**src/rtl/mlink_pkg.sv**
```systemverilog
package mlink_pkg;
  localparam int FRAME_BITS = 10;

  typedef enum logic [1:0] {RX_IDLE, RX_START, RX_BITS, RX_HOLD} rx_state_e;
  typedef enum logic [1:0] {TX_IDLE, TX_GUARD, TX_SHIFT} tx_state_e;
endpackage

```
**src/rtl/mlink_rx.sv**
```systemverilog
module mlink_rx
  import mlink_pkg::*;
#(
  parameter int BIT_CYCLES = 278
) (
  input  logic       clk,
  input  logic       rst,
  input  logic       en,
  input  logic       line_i,
  output logic [7:0] rx_data,
  output logic       rx_valid,
  output logic       rx_break,
  output logic       busy
);
  localparam int CW = $clog2(BIT_CYCLES);
  localparam logic [CW-1:0] BIT_LAST  = CW'(BIT_CYCLES - 1);
  localparam logic [CW-1:0] HALF_LAST = CW'(BIT_CYCLES / 2 - 1);

  rx_state_e     state;
  logic          s1, s2;
  logic [CW-1:0] cnt;
  logic [3:0]    idx;
  logic [7:0]    shreg;
  logic          brk_pend;

  assign busy = (state != RX_IDLE);

  always_ff @(posedge clk) begin
    if (rst) begin
      s1 <= 1'b1;
      s2 <= 1'b1;
    end else begin
      s1 <= line_i;
      s2 <= s1;
    end
  end

  always_ff @(posedge clk) begin
    if (rst) begin
      state    <= RX_IDLE;
      cnt      <= '0;
      idx      <= '0;
      shreg    <= '0;
      brk_pend <= 1'b0;
      rx_data  <= '0;
      rx_valid <= 1'b0;
      rx_break <= 1'b0;
    end else begin
      rx_valid <= 1'b0;
      rx_break <= 1'b0;
      case (state)
        RX_IDLE: if (en && !s2) begin
          cnt   <= HALF_LAST;
          state <= RX_START;
        end
        RX_START: if (cnt == '0) begin
          if (!s2) begin
            cnt   <= BIT_LAST;
            idx   <= '0;
            state <= RX_BITS;
          end else begin
            state <= RX_IDLE;
          end
        end else begin
          cnt <= cnt - 1'b1;
        end
        RX_BITS: if (cnt == '0) begin
          cnt <= BIT_LAST;
          if (idx == 4'd8) begin
            if (s2) begin
              rx_valid <= 1'b1;
              rx_data  <= shreg;
            end else begin
              brk_pend <= (shreg == 8'h00);
            end
            state <= RX_HOLD;
          end else begin
            shreg <= {s2, shreg[7:1]};
            idx   <= idx + 1'b1;
          end
        end else begin
          cnt <= cnt - 1'b1;
        end
        RX_HOLD: if (s2) begin
          rx_break <= brk_pend;
          brk_pend <= 1'b0;
          state    <= RX_IDLE;
        end
        default: state <= RX_IDLE;
      endcase
    end
  end

  p_valid_pulse_r2: assert property (@(posedge clk) disable iff (rst)
    rx_valid |=> !rx_valid);
  p_break_pulse_r6: assert property (@(posedge clk) disable iff (rst)
    rx_break |=> !rx_break);
  p_strobe_excl_r6: assert property (@(posedge clk) disable iff (rst)
    !(rx_valid && rx_break));
endmodule

```
**src/rtl/mlink_tx.sv**
```systemverilog
module mlink_tx
  import mlink_pkg::*;
#(
  parameter int BIT_CYCLES = 278,
  parameter int GUARD_BITS = 2
) (
  input  logic       clk,
  input  logic       rst,
  input  logic       start,
  input  logic       brk,
  input  logic [7:0] data,
  output logic       line_o,
  output logic       line_oe,
  output logic       busy
);
  localparam int GUARD_CYCLES = GUARD_BITS * BIT_CYCLES;
  localparam int CMAX = (GUARD_CYCLES > BIT_CYCLES) ? GUARD_CYCLES : BIT_CYCLES;
  localparam int CW = $clog2(CMAX + 1);
  localparam logic [CW-1:0] BIT_LAST   = CW'(BIT_CYCLES - 1);
  localparam logic [CW-1:0] GUARD_LAST = CW'(GUARD_CYCLES - 1);

  tx_state_e             state;
  logic [CW-1:0]         cnt;
  logic [3:0]            bitn;
  logic [FRAME_BITS-1:0] shreg;

  assign busy = (state != TX_IDLE);

  always_ff @(posedge clk) begin
    if (rst) begin
      state   <= TX_IDLE;
      cnt     <= '0;
      bitn    <= '0;
      shreg   <= '1;
      line_o  <= 1'b1;
      line_oe <= 1'b0;
    end else begin
      case (state)
        TX_IDLE: if (start) begin
          cnt     <= GUARD_LAST;
          shreg   <= brk ? '0 : {1'b1, data, 1'b0};
          line_oe <= brk;
          line_o  <= 1'b1;
          state   <= TX_GUARD;
        end
        TX_GUARD: if (cnt == '0) begin
          cnt     <= BIT_LAST;
          bitn    <= '0;
          line_oe <= 1'b1;
          line_o  <= shreg[0];
          shreg   <= {1'b1, shreg[FRAME_BITS-1:1]};
          state   <= TX_SHIFT;
        end else begin
          cnt <= cnt - 1'b1;
        end
        TX_SHIFT: if (cnt == '0) begin
          if (bitn == 4'(FRAME_BITS - 1)) begin
            line_oe <= 1'b0;
            line_o  <= 1'b1;
            state   <= TX_IDLE;
          end else begin
            cnt    <= BIT_LAST;
            bitn   <= bitn + 1'b1;
            line_o <= shreg[0];
            shreg  <= {1'b1, shreg[FRAME_BITS-1:1]};
          end
        end else begin
          cnt <= cnt - 1'b1;
        end
        default: state <= TX_IDLE;
      endcase
    end
  end

  p_mark_idle_r12: assert property (@(posedge clk) disable iff (rst)
    !line_oe |-> line_o);
  p_bit_stable_r4: assert property (@(posedge clk) disable iff (rst)
    (state == TX_SHIFT && $past(state) == TX_SHIFT && cnt != BIT_LAST)
      |-> $stable(line_o));
  p_oe_busy_r12: assert property (@(posedge clk) disable iff (rst)
    !busy |-> !line_oe);
endmodule

```
**src/rtl/monitor_serial_link.sv**
```systemverilog
module monitor_serial_link
  import mlink_pkg::*;
#(
  parameter int BIT_CYCLES = 278,
  parameter int GUARD_BITS = 2
) (
  input  logic       clk,
  input  logic       rst,
  input  logic       line_i,
  output logic       line_o,
  output logic       line_oe,
  input  logic       tx_valid,
  input  logic [7:0] tx_data,
  output logic       tx_ready,
  output logic [7:0] rx_data,
  output logic       rx_valid,
  output logic       rx_break
);
  logic       rx_busy, tx_busy;
  logic       go;
  logic [7:0] go_data;

  mlink_rx #(.BIT_CYCLES(BIT_CYCLES)) u_rx (
    .clk(clk), .rst(rst), .en(!tx_busy), .line_i(line_i),
    .rx_data(rx_data), .rx_valid(rx_valid), .rx_break(rx_break),
    .busy(rx_busy)
  );

  assign tx_ready = !tx_busy && !rx_busy && !rx_break;
  assign go       = rx_valid || rx_break || (tx_valid && tx_ready);
  assign go_data  = rx_valid ? rx_data : tx_data;

  mlink_tx #(.BIT_CYCLES(BIT_CYCLES), .GUARD_BITS(GUARD_BITS)) u_tx (
    .clk(clk), .rst(rst), .start(go), .brk(rx_break), .data(go_data),
    .line_o(line_o), .line_oe(line_oe), .busy(tx_busy)
  );

  p_rx_quiet_r9: assert property (@(posedge clk) disable iff (rst)
    line_oe |-> !(rx_valid || rx_break));
  p_ready_idle_r10: assert property (@(posedge clk) disable iff (rst)
    tx_ready |-> !line_oe);
  p_busy_after_go_r10: assert property (@(posedge clk) disable iff (rst)
    (tx_valid && tx_ready) |=> !tx_ready);
endmodule

```
**config.mk**
```make
export PLATFORM = sky130hd
export DESIGN_NAME = monitor_serial_link
export DESIGN_NICKNAME = d
export VERILOG_FILES = /design/src/rtl/mlink_pkg.sv /design/src/rtl/mlink_rx.sv /design/src/rtl/mlink_tx.sv /design/src/rtl/monitor_serial_link.sv
export SDC_FILE = /design/constraint.sdc
export NUM_CORES = 1
export LEC_CHECK = 0
export BUFFER_PORTS_ARGS = -buffer_cell sky130_fd_sc_hd__buf_4
export CAP_MARGIN = 20
export CELL_PAD_IN_SITES_DETAIL_PLACEMENT = 0
export CELL_PAD_IN_SITES_GLOBAL_PLACEMENT = 1
export CORE_MARGIN = 3
export CORE_UTILIZATION = 42
export DETAILED_ROUTE_END_ITERATION = 7
export PLACE_DENSITY = 0.75
export SYNTH_ARGS = -nofsm -noshare
export SYNTH_HDL_FRONTEND = slang
export SYNTH_SLANG_ARGS = --single-unit
export TNS_END_PERCENT = 5
```
**constraint.sdc**
```tcl
create_clock -name clk -period 2.05 [get_ports clk]
set_input_delay 0 -clock clk [delete_from_list [all_inputs] [get_ports clk]]
set_output_delay 0 -clock clk [all_outputs]
set_load 0.01 [all_outputs]
```
==> impl_metrics.tcl, run 1 <==
set metrics [dict create \
    clock_latency_ps 330 \
    grt_pass1_wl_microns 14500 \
    avgRoutedWirePerCell_microns 15.4 \
    synth_fp_nets 429 \
    antenna_found_initial 0 \
    vdd_drop_max_mv 0.462 \
    synthMuxAreaShare 0.106 \
    slew_headroom 0.594 \
    synthCells 401 \
    regArea_sq_um 1280 \
    synth-seq-cells 64 \
    synth_warnings 0 \
    setup_violations 0 \
    hold_viol 0 \
    worst_slew_pin_slew_ps 600 \
    synth-xor-area-share 0 \
    start_util 0.435 \
    start_kind "flip-flop" \
    routed_wl_microns 8610 \
    clkSinkCount 64 \
    syn_area_sq_um 3590 \
    synth-simple-area-share 0.220 \
    port-buffer-count 24 \
    dp.cells 542 \
    cts_max_level 3 \
    drive_above_1_share 0.227 \
    powerDensity_nw_per_um2 1310 \
    vias 3161 \
    period_share 0.981 \
    max_cap_viol_count 0 \
    synth_compound_area_frac 0.204 \
    period_needed_ps 2010 \
    grt_setup_unrepaired "true" \
    synth_cell_type_count 70 \
    final_cells 559 \
    gp_congestion 0.848 \
    core_area_sq_um 8260 \
    criticalPathCategory "flip-flop to flip-flop" \
    grt_overflow_total 0 \
    synth_edf_count 0 \
    diodes 0 \
    ant_nets 0 \
    first_pass_iters 5 \
    post-cts-setup-buffer-count 0 \
    async_reset_ff_frac 0 \
    via_per_inst 5.65 \
    cts_tree "built" \
    clkTransAtPathRegs_ps 80 \
    grt_pass1_vias 3007 \
    rows 33 \
    synth_top_family_by_area "simple AND/OR/NAND/NOR gates" \
    critPathCaptureType "flip-flop" \
    clockBufferDepth 2 \
    fin_nets 477 \
    p_leak_nw 1.75 \
    reg2reg_slack_ps 40 \
    route.detailed.drc 0 \
    utilization 0.527 \
    cp_max_fo 6 \
    synth_flop_cell "dfxtp_1" \
    nFillCells 802 \
    skew_ps 7.53 \
    arrival_ps 2270 \
    hold_path_class "input port to flip-flop" \
    pin_count 25 \
    seq_area_frac_synth 0.356 \
    dieHeight_microns 98.5 \
    drt_iter0_markers 138 \
    dp_hpwl_microns 6130 \
    synth.avg_cell_area_sq_um 8.96 \
    die_area_sq_um 9710 \
    fp.dieW_microns 98.5 \
    syn_to_final_growth_pct 21.2 \
    slew_viol_final 0 \
    max_freq_ghz 0.497 \
    cp.required_ps 2300 \
    yosys.area_share.adder 0.0557 \
    grt_max_degree 47 \
    cts_buffers 9 \
    root_buffer "clkbuf_8" \
    status "complete, no violations" \
    track_usage 0.181 \
    multiInputGateArea_sq_um 2150 \
]
## cell usage after synthesis, types with 2 or more instances
cell / instances / area share
a211oi_1: 13 / 0.027
a21boi_0: 2 / 0.0042
a21o_1: 2 / 0.0042
a21oi_1: 18 / 0.025
a311oi_1: 4 / 0.0097
a31oi_1: 2 / 0.0035
and2_1: 2 / 0.0035
and3_1: 3 / 0.0052
and3b_1: 2 / 0.0049
and4_1: 3 / 0.0073
buf_2: 4 / 0.0056
buf_6: 3 / 0.0094
clkbuf_1: 12 / 0.013
dfxtp_1: 64 / 0.36
ha_1: 16 / 0.056
inv_1: 21 / 0.022
mux2i_1: 38 / 0.11
nand2_1: 17 / 0.018
nand2b_1: 3 / 0.0052
nand3_1: 13 / 0.018
nand4_1: 5 / 0.0087
nor2_1: 47 / 0.049
nor2b_1: 2 / 0.0035
nor3_1: 6 / 0.0084
nor3b_1: 3 / 0.0063
nor4_1: 7 / 0.012
o2111ai_1: 5 / 0.012
o211ai_1: 4 / 0.0084
o21ai_0: 14 / 0.019
o311ai_0: 5 / 0.012
o31ai_1: 7 / 0.015
o32ai_1: 2 / 0.0049
o41ai_1: 2 / 0.0049
or2_2: 5 / 0.0087
or3_1: 4 / 0.0070
or3b_2: 2 / 0.0049
or4_1: 5 / 0.010
or4_4: 2 / 0.0063
## where the power goes
part | switching, W | internal (W)
combinational | 0.00149 | 0.00118
sequential | 0.000175 | 0.00147
clock | 0.000528 | 0.000848
## critical path, cell delays in order (launching register included)
cell	delay, ps
dfxtp_1	330
inv_1	80
ha_2	180
or3b_4	430
or4_4	550
and3_4	190
o32ai_2	170
## area by class of cell
cell class | count | share of cell area
Timing Repair Buffer | 59 | 0.106
Tap cell | 105 | 0.0302
Sequential cell | 64 | 0.294
Inverter | 21 | 0.0181
Multi-Input combinational cell | 294 | 0.494
Clock inverter | 6 | 0.0264
Clock buffer | 10 | 0.0316
## per-layer routing
metal  global-route usage  wire length (microns)  up-vias
met5                    0                      0        -
met4               0.0567                     36        0
met3               0.0333                    275        2
met2                0.294                   4160       52
met1                0.243                   4130     1504
li1                     -                      -     1603
## worst paths after layout
check	from	end	depth (start not counted)
hold reg to reg	u_rx.s1$_SDFF_PP1_	u_rx.s2$_SDFF_PP1_	1
setup reg to reg	u_tx.cnt[1]$_SDFFE_PP0P_	u_tx.cnt[8]$_SDFFE_PP0P_	6
hold / removal	rst	u_tx.cnt[9]$_SDFFE_PP0P_	2
setup / recovery	u_tx.cnt[1]$_SDFFE_PP0P_	u_tx.cnt[8]$_SDFFE_PP0P_	6
## sequential cells by signal (all words and copies together) (netlist names), 2 cells and up, named ones only
signal        cells
u_tx.cnt         10
u_tx.shreg       10
u_rx.cnt          9
u_rx.rx_data      8
u_rx.shreg        8
u_rx.idx          4
u_tx.bitn         4
u_tx.state        2
## metrics by stage
step	area [sq um]	hold slack (ps)	setup TNS [ps]	worst slack [ps]	power, W
after floorplan	3600	104	-13.3	-13.3	0.00348
final	4360	35.4	0	38.4	0.00569
after global placement	4050	188	-6.96	-6.96	0.00421
after CTS	4330	20.8	0	6.99	0.00567
after detailed placement	4050	192	-223	-86.1	0.00422
after global routing	4360	37.6	-5.76	-5.76	0.00608
## kinds of logic after synthesis
group                    count (synthesis)
AO/OA/AOI/OAI                           98
adder cells (fa/ha/maj)                 16
buffers and inverters                   43
flip-flops                              64
multiplexers                            38
AND/OR/NAND/NOR                        142
## placed cells by master (no fill, tap or decap), types with 7 or more instances in the layout
| cell | netlist | final |
|---|---|---|
| nand3_1 | 13 | 11 |
| o31ai_1 | 7 | 7 |
| nor2_1 | 47 | 47 |
| dfxtp_1 | 64 | 64 |
| a211oi_1 | 13 | 13 |
| o21ai_0 | 14 | 14 |
| inv_1 | 21 | 21 |
| clkbuf_8 | 1 | 10 |
| buf_4 | 0 | 56 |
| mux2i_1 | 38 | 38 |
| a21oi_1 | 18 | 18 |
| nand2_1 | 17 | 17 |
| ha_1 | 16 | 15 |
## repair_timing
action | in CTS | in global routing
gates resized for setup | 4 | 8
endpoints found under the hold margin | 1 | 0
hold buffers | 1 | 0
endpoints found under the setup margin | 8 | 20
Power figures use the tool's default switching activity.
==> run 2: changes to the inputs <==
--- a/config.mk
+++ b/config.mk
@@ -15,5 +15,6 @@
 export PLACE_DENSITY = 0.75
 export SYNTH_ARGS = -nofsm -noshare
 export SYNTH_HDL_FRONTEND = slang
+export SYNTH_HIERARCHICAL = 1
 export SYNTH_SLANG_ARGS = --single-unit
 export TNS_END_PERCENT = 5
==> impl_metrics.tcl, run 2 <==
set metrics [dict create \
    status "complete, no violations" \
    drive_above_1_share 0.266 \
    period_share 0.990 \
    synth-xor-area-share 0 \
    nFillCells 775 \
    synth.avg_cell_area_sq_um 8.98 \
    synthCells 403 \
    synth_common_cells "64 x dfxtp_1, 37 x nor2_1, 22 x inv_1" \
    criticalPathCategory "flip-flop to flip-flop" \
    timing.rr.end "u_tx/cnt[7]$_SDFFE_PP0P_" \
    grt_max_degree 59 \
    die_area_sq_um 9770 \
    via_per_inst 5.87 \
    critPathCaptureType "flip-flop" \
    synth_edf_count 0 \
    first_pass_iters 5 \
    yosysMostFrequentCell "dfxtp_1" \
    vdd_drop_max_mv 0.713 \
    crit_family "simple AND/OR/NAND/NOR gates" \
    crit_buf_inv 3 \
    routed_wl_microns 9230 \
    synth-seq-cells 64 \
    port-buffer-count 24 \
    synth_top_area_cell "dfxtp_1" \
    worst_slew_pin_slew_ps 555 \
    place_ws_ps -53.5 \
    slew_viol_final 0 \
    grt_overflow_total 0 \
    p_leak_nw 1.85 \
    powerDensity_nw_per_um2 1350 \
    grt_setup_unrepaired "true" \
    multiInputGateArea_sq_um 2210 \
    ant_nets 0 \
    clkTransAtPathRegs_ps 80 \
    track_usage 0.194 \
    cts_buffers 9 \
    skew_ps 13.7 \
    grt_pass1_vias 3212 \
    drt_iter0_markers 117 \
    diodes 0 \
    seq_area_frac_synth 0.354 \
    synth_flop_cell "dfxtp_1" \
    yosys.area_share.adder 0.0588 \
    synth_fp_nets 432 \
    setup_violations 0 \
    synth-simple-area-share 0.216 \
    synth_top_family_by_area "compound AO/OA/AOI/OAI gates" \
    hold_depth 5 \
    hold_path_class "input port to flip-flop" \
    start_util 0.436 \
    period_needed_ps 2030 \
    slowest_stage "or4_1" \
    synth_compound_area_frac 0.232 \
    syn_area_sq_um 3620 \
    dieHeight_microns 98.8 \
    start_kind "flip-flop" \
    async_reset_ff_frac 0 \
    synth_top_area_share 0.354 \
    max_freq_ghz 0.493 \
    antenna_found_initial 0 \
    fp.dieW_microns 98.8 \
    setup_ws_ps 19.7 \
    gp_congestion 0.795 \
    rows 33 \
    critical_path.cell_chain "inv_2 > ha_2 > inv_1 > nor2_1 > a211o_1 > nor2b_2 > or2_2 > buf_6 > or4_1 > a21oi_2" \
    route.detailed.drc 0 \
    hold_viol 0 \
    min-delay-start "tx_data[6]" \
    core_area_sq_um 8300 \
    reg2reg_slack_ps 20 \
    layout_commonest_cell "buf_4" \
    clockBufferDepth 2 \
    avgRoutedWirePerCell_microns 15.9 \
    slew_headroom 0.630 \
    cts_tree "built" \
    syn_to_final_growth_pct 25.7 \
    cp_max_fo 9 \
    max_cap_viol_count 0 \
    pin_count 25 \
    slowest_delay_ps 520 \
    arrival_ps 2300 \
    vias 3398 \
    most-common-layout-cells "71 x buf_4, 62 x dfxtp_1, 37 x nor2_1" \
    reg_top3 "u_tx/cnt: 10 flops, u_tx/shreg: 10 flops, u_rx/cnt: 9 flops" \
    dp_hpwl_microns 6530 \
    timing.reg2reg.worst_path_depth 10 \
    fin_nets 498 \
    utilization 0.548 \
    root_buffer "clkbuf_8" \
    cp.required_ps 2320 \
    post-cts-setup-buffer-count 0 \
    clkSinkCount 64 \
    synthMuxAreaShare 0.0857 \
    clock_latency_ps 340 \
    grt_pass1_wl_microns 15700 \
    synth_warnings 6 \
    regArea_sq_um 1280 \
    synth_cell_type_count 66 \
    hold-path-endpoint "u_tx/shreg[7]$_SDFFE_PP1P_" \
    synth_area_leaders "dfxtp_1 35%, ha_1 5.9%, mux2i_1 5.3%" \
    cts_max_level 3 \
]
[run 2: cell count changes in the layout (fill, tap and decap cells not counted), moves of 6 or more]
cell | before | now
nor4_1 | 6 | 14
a211oi_1 | 13 | 4
nor2_1 | 47 | 37
buf_4 | 56 | 71
a22oi_1 | 0 | 8
mux2i_1 | 38 | 19
or4_1 | 4 | 10
mux2_4 | 0 | 8
a211o_1 | 1 | 10
[run 2: worst max-delay path by stage]
| stage | start | depth (start not counted) | to |
|---|---|---|---|
| floorplan | u_rx/state[0]$_SDFFE_PP0P_ | 10 | u_tx/shreg[0]$_SDFFE_PP1P_ |
| finish | flip-flop | 10 | u_tx/cnt[7]$_SDFFE_PP0P_ |
| global route | u_tx/state[1]$_SDFFE_PP0P_ | 10 | u_tx/cnt[7]$_SDFFE_PP0P_ |
| CTS | flip-flop | 10 | u_tx/cnt[7]$_SDFFE_PP0P_ |
| detailed placement | flip-flop | 9 | u_tx/shreg[8]$_SDFFE_PP1P_ |
| global placement | u_tx/state[0]$_SDFFE_PP0P_ | 9 | u_tx/shreg[0]$_SDFFE_PP1P_ |
[run 2: logic make-up (layout without fill, tap and decap cells)]
group                    count (synthesis)  after routing
adder cells (fa/ha/maj)                 17             17
multiplexers                            27             27
AO/OA/AOI/OAI                          115            115
flip-flops                              64             64
buffers and inverters                   45            116
AND/OR/NAND/NOR                        135            135
[run 2: report_power, final]
part / internal (W) / total, W / switching (W)
sequential: 0.00146 / 0.00163 / 0.000169
combinational: 0.00147 / 0.00326 / 0.00179
clock: 0.000698 / 0.00124 / 0.000546
[run 2: cell type report]
type,count,area share
clock buffers,9,0.0272
clock inverters,7,0.0220
inverters,23,0.0190
multi-input cells,294,0.486
flip-flops and latches,64,0.282
well taps,105,0.0289
repair buffers,77,0.135
[run 2: what timing repair did]
action                     CTS  global route
gates resized for setup      2            15
setup endpoints to repair   11            39
hold buffers                 2             0
pin swaps                    0             1
hold endpoints to repair     5             0
[run 2: per-layer routing]
metal  GRT usage  share of wire  wire [microns]  vias to the layer above
li1            -              -               -                     1677
met1       0.263           0.47            4360                     1626
met2       0.310           0.47            4360                       82
met3      0.0446          0.041             379                       13
met4      0.0557          0.014             130                        0
met5           0              0               0                        -
[run 2: worst reg2reg max path, delay by kind of cell, from the launching register on]
kind | cells | cell delay (ps)
adders and majority gates | 1 | 160
AOI/OAI and AO/OA | 2 | 270
buffers and inverters | 3 | 250
DFF | 1 | 340
and+or+nand+nor | 4 | 940
[run 2: stage by stage]
stage	instances	instance area [sq um]	setup TNS, ps	hold slack, ps	total power, W
finish	579	4550	0	242	0.00613
global route	579	4550	-885	287	0.00657
floorplan	403	3620	-370	104	0.00357
detailed placement	561	4240	-476	190	0.00470
CTS	579	4490	-46.1	227	0.00600
global placement	561	4240	-10.9	190	0.00469
